**config.mk**
```make
export PLATFORM = sky130hd
export DESIGN_NAME = win_decode
export DESIGN_NICKNAME = d
export VERILOG_FILES = /design/src/rtl/win_pkg.sv /design/src/rtl/win_clip.sv /design/src/rtl/win_io_calc.sv /design/src/rtl/win_match.sv /design/src/rtl/win_decode.sv
export SDC_FILE = /design/constraint.sdc
export NUM_CORES = 1
export LEC_CHECK = 0
export BUFFER_PORTS_ARGS = -buffer_cell sky130_fd_sc_hd__buf_2
export CORE_MARGIN = 2
export CORE_UTILIZATION = 51
export DETAILED_ROUTE_END_ITERATION = 8
export PLACE_DENSITY = 0.81
export SYNTH_ARGS = -nofsm -noshare
export SYNTH_HDL_FRONTEND = slang
export SYNTH_SLANG_ARGS = --single-unit
```
**constraint.sdc**
```tcl
create_clock -name clk -period 5 [get_ports clk]
set_input_delay 0.25 -clock clk [delete_from_list [all_inputs] [get_ports clk]]
set_output_delay 0.25 -clock clk [all_outputs]
set_load 0.01 [all_outputs]
```
**src/rtl/win_pkg.sv**
```systemverilog
package win_pkg;

    // Sequencer states for bound capture and application.
    typedef enum logic [0:0] {
        ST_IDLE  = 1'b0,
        ST_APPLY = 1'b1
    } win_state_e;

endpackage

```
**src/rtl/win_clip.sv**
```systemverilog
// Moves a window base out of reserved holes. The holes are tested in a fixed order,
// so a base pushed to the top of one hole is then tested against the next hole.
module win_clip #(
    parameter int AW = 36,
    parameter logic [AW-1:0] H0_LO = 36'h0_1E00_0000,
    parameter logic [AW-1:0] H0_HI = 36'h0_1F10_0000,
    parameter logic [AW-1:0] H1_LO = 36'h0_1FC0_0000,
    parameter logic [AW-1:0] H1_HI = 36'h0_1FD0_0000
) (
    input  logic [AW-1:0] raw_base,
    output logic [AW-1:0] clip_base
);
    localparam int NHOLE = 2;
    localparam logic [NHOLE-1:0][AW-1:0] HLO = {H1_LO, H0_LO};
    localparam logic [NHOLE-1:0][AW-1:0] HHI = {H1_HI, H0_HI};

    logic [AW-1:0] stage [NHOLE+1];

    assign stage[0] = raw_base;

    for (genvar k = 0; k < NHOLE; k++) begin : g_hole
        always_comb begin
            if (stage[k] >= HLO[k] && stage[k] < HHI[k]) begin
                stage[k+1] = HHI[k];
            end else begin
                stage[k+1] = stage[k];
            end
        end
    end

    assign clip_base = stage[NHOLE];

endmodule

```
**src/rtl/win_io_calc.sv**
```systemverilog
// Derives the I/O window base and its length in granules, and whether the bounds are ordered.
module win_io_calc #(
    parameter int LO_W = 15,
    parameter int HI_W = 7,
    parameter int GSH  = 21
) (
    input  logic [LO_W-1:0]      lo_val,
    input  logic [HI_W-1:0]      hi_val,
    output logic                 bounds_ok,
    output logic [LO_W+GSH-1:0]  base,
    output logic [HI_W:0]        gran
);
    localparam int GW = HI_W + 1;

    logic [HI_W-1:0] lo_low;

    always_comb begin
        lo_low    = lo_val[HI_W-1:0];
        bounds_ok = (lo_low <= hi_val);
        base      = {lo_val, {GSH{1'b0}}};
        gran      = GW'({1'b0, hi_val}) + GW'(1) - GW'({1'b0, lo_low});
    end

endmodule

```
**src/rtl/win_match.sv**
```systemverilog
// Range match of one window: reports a hit and the offset from the window base.
module win_match #(
    parameter int AW = 36,
    parameter int SW = 29
) (
    input  logic          en,
    input  logic [AW-1:0] base,
    input  logic [SW-1:0] span,
    input  logic [AW-1:0] addr,
    output logic          hit,
    output logic [AW-1:0] off
);
    always_comb begin
        off = addr - base;
        hit = en && (addr >= base) && (off < AW'(span));
    end

endmodule

```
**src/rtl/win_decode.sv**
```systemverilog
module win_decode
    import win_pkg::*;
#(
    parameter int LO_W = 15,
    parameter int HI_W = 7,
    parameter int GSH  = 21,
    parameter int ISD_SPAN = 4096,
    parameter logic [31:0] HOLE0_LO = 32'h1E00_0000,
    parameter logic [31:0] HOLE0_HI = 32'h1F10_0000,
    parameter logic [31:0] HOLE1_LO = 32'h1FC0_0000,
    parameter logic [31:0] HOLE1_HI = 32'h1FD0_0000
) (
    input  logic                  clk,
    input  logic                  rst_n,
    input  logic                  upd_stb,
    input  logic [LO_W-1:0]       io_lo_reg,
    input  logic [HI_W-1:0]       io_hi_reg,
    input  logic [LO_W-1:0]       isd_reg,
    input  logic [LO_W+GSH-1:0]   addr,
    output logic [LO_W+GSH-1:0]   io_base,
    output logic [HI_W+GSH:0]     io_size,
    output logic                  io_on,
    output logic [LO_W+GSH-1:0]   isd_base,
    output logic                  isd_on,
    output logic                  io_hit,
    output logic                  isd_hit,
    output logic [LO_W+GSH-1:0]   win_off
);
    localparam int AW  = LO_W + GSH;
    localparam int GW  = HI_W + 1;
    localparam int SW  = GW + GSH;
    localparam int ISW = $clog2(ISD_SPAN) + 1;

    // Captured register values and sequencer state.
    win_state_e          state_q, state_d;
    logic [LO_W-1:0]     snap_lo_q;
    logic [HI_W-1:0]     snap_hi_q;
    logic [LO_W-1:0]     snap_isd_q;

    // Latched window bounds.
    logic [AW-1:0]       io_base_q;
    logic [GW-1:0]       io_gran_q;
    logic                io_on_q;
    logic [AW-1:0]       isd_base_q;
    logic                isd_on_q;

    // Computed bounds from the capture.
    logic                calc_ok;
    logic [AW-1:0]       calc_io_base;
    logic [GW-1:0]       calc_gran;
    logic [AW-1:0]       calc_isd_base;

    win_io_calc #(
        .LO_W (LO_W),
        .HI_W (HI_W),
        .GSH  (GSH)
    ) u_io_calc (
        .lo_val    (snap_lo_q),
        .hi_val    (snap_hi_q),
        .bounds_ok (calc_ok),
        .base      (calc_io_base),
        .gran      (calc_gran)
    );

    win_clip #(
        .AW    (AW),
        .H0_LO (AW'(HOLE0_LO)),
        .H0_HI (AW'(HOLE0_HI)),
        .H1_LO (AW'(HOLE1_LO)),
        .H1_HI (AW'(HOLE1_HI))
    ) u_clip (
        .raw_base  ({snap_isd_q, {GSH{1'b0}}}),
        .clip_base (calc_isd_base)
    );

    // Next-state logic.
    always_comb begin
        state_d = state_q;
        unique case (state_q)
            ST_IDLE:  state_d = upd_stb ? ST_APPLY : ST_IDLE;
            ST_APPLY: state_d = upd_stb ? ST_APPLY : ST_IDLE;
            default:  state_d = ST_IDLE;
        endcase
    end

    // State register.
    always_ff @(posedge clk or negedge rst_n) begin
        if (!rst_n) begin
            state_q <= ST_IDLE;
        end else begin
            state_q <= state_d;
        end
    end

    // Output and capture registers.
    always_ff @(posedge clk or negedge rst_n) begin
        if (!rst_n) begin
            snap_lo_q  <= '0;
            snap_hi_q  <= '0;
            snap_isd_q <= '0;
            io_base_q  <= '0;
            io_gran_q  <= '0;
            io_on_q    <= 1'b0;
            isd_base_q <= '0;
            isd_on_q   <= 1'b0;
        end else begin
            if (upd_stb) begin
                snap_lo_q  <= io_lo_reg;
                snap_hi_q  <= io_hi_reg;
                snap_isd_q <= isd_reg;
            end
            unique case (state_q)
                ST_IDLE: begin
                end
                ST_APPLY: begin
                    isd_base_q <= calc_isd_base;
                    isd_on_q   <= 1'b1;
                    if (calc_ok) begin
                        io_base_q <= calc_io_base;
                        io_gran_q <= calc_gran;
                        io_on_q   <= 1'b1;
                    end
                end
                default: begin
                end
            endcase
        end
    end

    // Address classification.
    logic          io_raw_hit;
    logic [AW-1:0] io_off;
    logic [AW-1:0] isd_off;

    win_match #(
        .AW (AW),
        .SW (SW)
    ) u_io_match (
        .en   (io_on_q),
        .base (io_base_q),
        .span ({io_gran_q, {GSH{1'b0}}}),
        .addr (addr),
        .hit  (io_raw_hit),
        .off  (io_off)
    );

    win_match #(
        .AW (AW),
        .SW (ISW)
    ) u_isd_match (
        .en   (isd_on_q),
        .base (isd_base_q),
        .span (ISW'(ISD_SPAN)),
        .addr (addr),
        .hit  (isd_hit),
        .off  (isd_off)
    );

    always_comb begin
        io_hit = io_raw_hit && !isd_hit;
        if (isd_hit) begin
            win_off = isd_off;
        end else if (io_hit) begin
            win_off = io_off;
        end else begin
            win_off = '0;
        end
    end

    assign io_base  = io_base_q;
    assign io_size  = {io_gran_q, {GSH{1'b0}}};
    assign io_on    = io_on_q;
    assign isd_base = isd_base_q;
    assign isd_on   = isd_on_q;

endmodule

```
==> impl_metrics.tcl <==
set metrics [dict create \
    core_region_area_mm2 0.0119 \
    netlist_area_mm2 0.00616 \
    worst-r2r-cell-count 9 \
    grt_pass1_wl_mm 22.5 \
    grt_pass1_vias 4615 \
    synth.area.top_cells "dfrtp_1 (32%), ha_1 (11%), buf_4 (8.4%)" \
    crit_path_start_kind "register" \
    overflow 0 \
    ctsRootBufferMaster "clkbuf_16" \
    drc 0 \
    tightest_slew_ns 0.953 \
    clk_pin_slew_worst_paths_ns 0.06 \
    ff2ff_setup_slack_ns 2.55 \
    antenna_found_initial 0 \
    finalCritPeriodShare_pct 93.1 \
    clock_latency_ns 0.33 \
    finalSetupTns_ns 0 \
    ys_warn_count 0 \
    place_congestion 0.931 \
    wire_per_inst_um 14.8 \
    syn_inst 687 \
    timing.fmax_mhz 215 \
    drtPass1Iterations 5 \
    vias_per_cell 5.21 \
    grt_usage_pct 21.9 \
    synth_flop_cell "dfrtp_1" \
    required_ns 4.75 \
    synth_seq_cells 79 \
    ys_seq_area_share_pct 32.1 \
    drt_iter0_drc 269 \
    cp.arrival_ns 4.41 \
    min_path_type "input pin to asynchronous set/reset pin" \
    antennaDiodeCount 0 \
    yosys.cell_types.count 63 \
    cts_sinks 79 \
    antenna_left 0 \
    path_class "register to output pin" \
    max_cap_violations 0 \
    pin_count 217 \
    rsz0062_at_grt "no" \
    drive_gt1_share_pct 27.5 \
    end_kind "output pin" \
    p_per_area_mw_per_mm2 386 \
    cts_hold_buf 0 \
    cts_made_buffers 9 \
    slew_headroom_pct 36.5 \
    setup_viol 0 \
    finalHoldViolCount 0 \
    cts_max_path_buffers 2 \
    outcome "finished, final reports clean" \
    synth.largest_area_cell "dfrtp_1" \
    synth.avg_cell_area_um2 8.97 \
    die_y_um 114 \
    period_needed_ns 4.66 \
    grt_start_max_net_pins 80 \
    cts_tree "done" \
    synth_async_sr_flop_share_pct 100 \
    nNetsFinal 961 \
    yosysTopAreaCellShare_pct 32.1 \
    slew_viol_final 0 \
    die_w_um 114 \
    syn_to_final_growth_pct 14.3 \
    vdd_drop_max_v 0.000293 \
    post-cts-setup-buffers 0 \
    skew_ns 0.00507 \
    wl_mm 14.5 \
    placement.setup.worst_slack_ns 0.507 \
    dieArea_mm2 0.0130 \
    layout_setup_ws_ns 0.343 \
    h-tree-depth 3 \
    initial_core_util_pct 51.7 \
    p_leak_uw 0.00360 \
    crit_fanout 20 \
    portBuffers 147 \
    detailed_place_hpwl_mm 11.8 \
    vias 5091 \
    rows 40 \
    synth_edf_count 0 \
]
## layer usage
metal	part of all wire (%)	up-vias	track usage, %
li1	-	2516	-
met1	45	2335	30.5
met2	46	220	33.9
met3	5.6	20	2.98
met4	3.1	0	10.2
met5	0	-	0
## registers in the layout (all words and copies together), names as in the netlist
register    flops
isd_base       16
io_base        15
snap_isd_q     15
snap_lo_q      15
io_gran_q       8
snap_hi_q       7
io_on           1
isd_on          1
state_q         1
## logic make-up (layout without fill, tap and decap cells)
| family | Yosys count | in the layout | synth area share, % |
|---|---|---|---|
| AND/OR/NAND/NOR | 171 | 171 | 15.0 |
| other | 1 | 69 | 0.0608 |
| flip-flops | 79 | 79 | 32.1 |
| multiplexers | 36 | 36 | 6.54 |
| AO/OA/AOI/OAI | 157 | 157 | 16.3 |
| adder cells (fa/ha/maj) | 60 | 60 | 12.7 |
| XOR/XNOR | 18 | 18 | 2.56 |
| buffers and inverters | 165 | 240 | 14.7 |
## area by class of cell
class                      count  area (µm²)
fill                        1022        4870
multi-input combinational    511        3540
sequential                    79        1980
timing repair buffer         148         746
inverter                      76         285
clock buffer                  14         274
tap                          147         184
clock inverter                 2        37.5
## path summary, 6_finish.rpt
| path | startpoint | end |
|---|---|---|
| worst max-delay path | io_base[22] | win_off[14] |
| worst min-delay path | rst_n | snap_hi_q[2] |
| worst max register to register | snap_hi_q[1] | io_gran_q[1] |
| worst min register to register | snap_lo_q[7] | snap_lo_q[7] |
| max in group asynchronous | rst_n | io_base[25] |
| min in group clk | io_lo_reg[2] | snap_lo_q[2] |
## cells in the mapped netlist (4+ instances only)
master / number
o31a_1: 4
nor4_1: 4
nand3_1: 16
nand2_1: 51
o211ai_1: 4
nor2b_2: 20
xor2_1: 8
buf_4: 69
a21oi_1: 35
fa_1: 4
a211oi_1: 5
xnor2_1: 10
buf_2: 5
nand4_1: 6
clkbuf_1: 12
nand2b_1: 10
nor2b_1: 6
dfrtp_1: 79
inv_1: 76
ha_1: 56
o2111ai_1: 4
nor2_1: 24
and3_1: 4
nor3_1: 10
mux2_2: 34
nor4b_1: 5
o21ai_0: 56
a21o_1: 12
## stage by stage
step / utilization, % / area, µm² / hold slack, ns / power (µW) / cells
after global placement: 56.5 / 6730 / 0.457 / 2040 / 961
after CTS: 59.1 / 7040 / 0.107 / 2720 / 977
after floorplan: - / 6420 / -0.0456 / 1730 / 755
final: 59.1 / 7040 / 0.0639 / 2720 / 977
after global routing: 59.1 / 7040 / 0.130 / 2910 / 977
after detailed placement: 56.5 / 6730 / 0.458 / 2050 / 961
## power by group
part / internal [µW] / total [µW] / switching, µW
sequential: 752 / 854 / 101
combinational: 503 / 1200 / 698
clock: 427 / 662 / 234
total: 1680 / 2720 / 1030
## cells in the final DEF (no fill, tap or decap), types with 5 or more instances in the layout
cell and instances:
nor4b_1 5, ha_1 56, o21ai_0 56, nor2_1 24, nand2_1 51, nor2b_1 6, conb_1 69, nand4_1 6
nor3_1 10, nand3_1 16, a21o_1 12, clkbuf_16 9, a21oi_1 35, xnor2_1 10, dfrtp_1 79, nand2b_1 10
xor2_1 8, a211oi_1 5, inv_1 76, buf_2 146, nor2b_2 20, mux2_2 34
## what timing repair did
action | CTS | global route
gates resized for setup | 0 | 1
setup endpoints to repair | 0 | 20
hold endpoints to repair | 0 | 0
## critical path, stage by stage, from the launching register on
cell and delay, ns:
dfrtp_1 0.39, inv_1 0.10, ha_1 0.23, nor2b_1 0.14
o31a_1 0.27, o22a_1 0.24, a31oi_2 0.26, xnor2_1 0.12
ha_1 0.20, inv_1 0.05, o2111ai_1 0.10, a221o_1 0.29
nor4_2 0.16, o221ai_1 0.17, or4_1 0.62, o32a_2 0.44
nor2b_2 0.17, buf_2 0.13
Power figures use the tool's default switching activity.
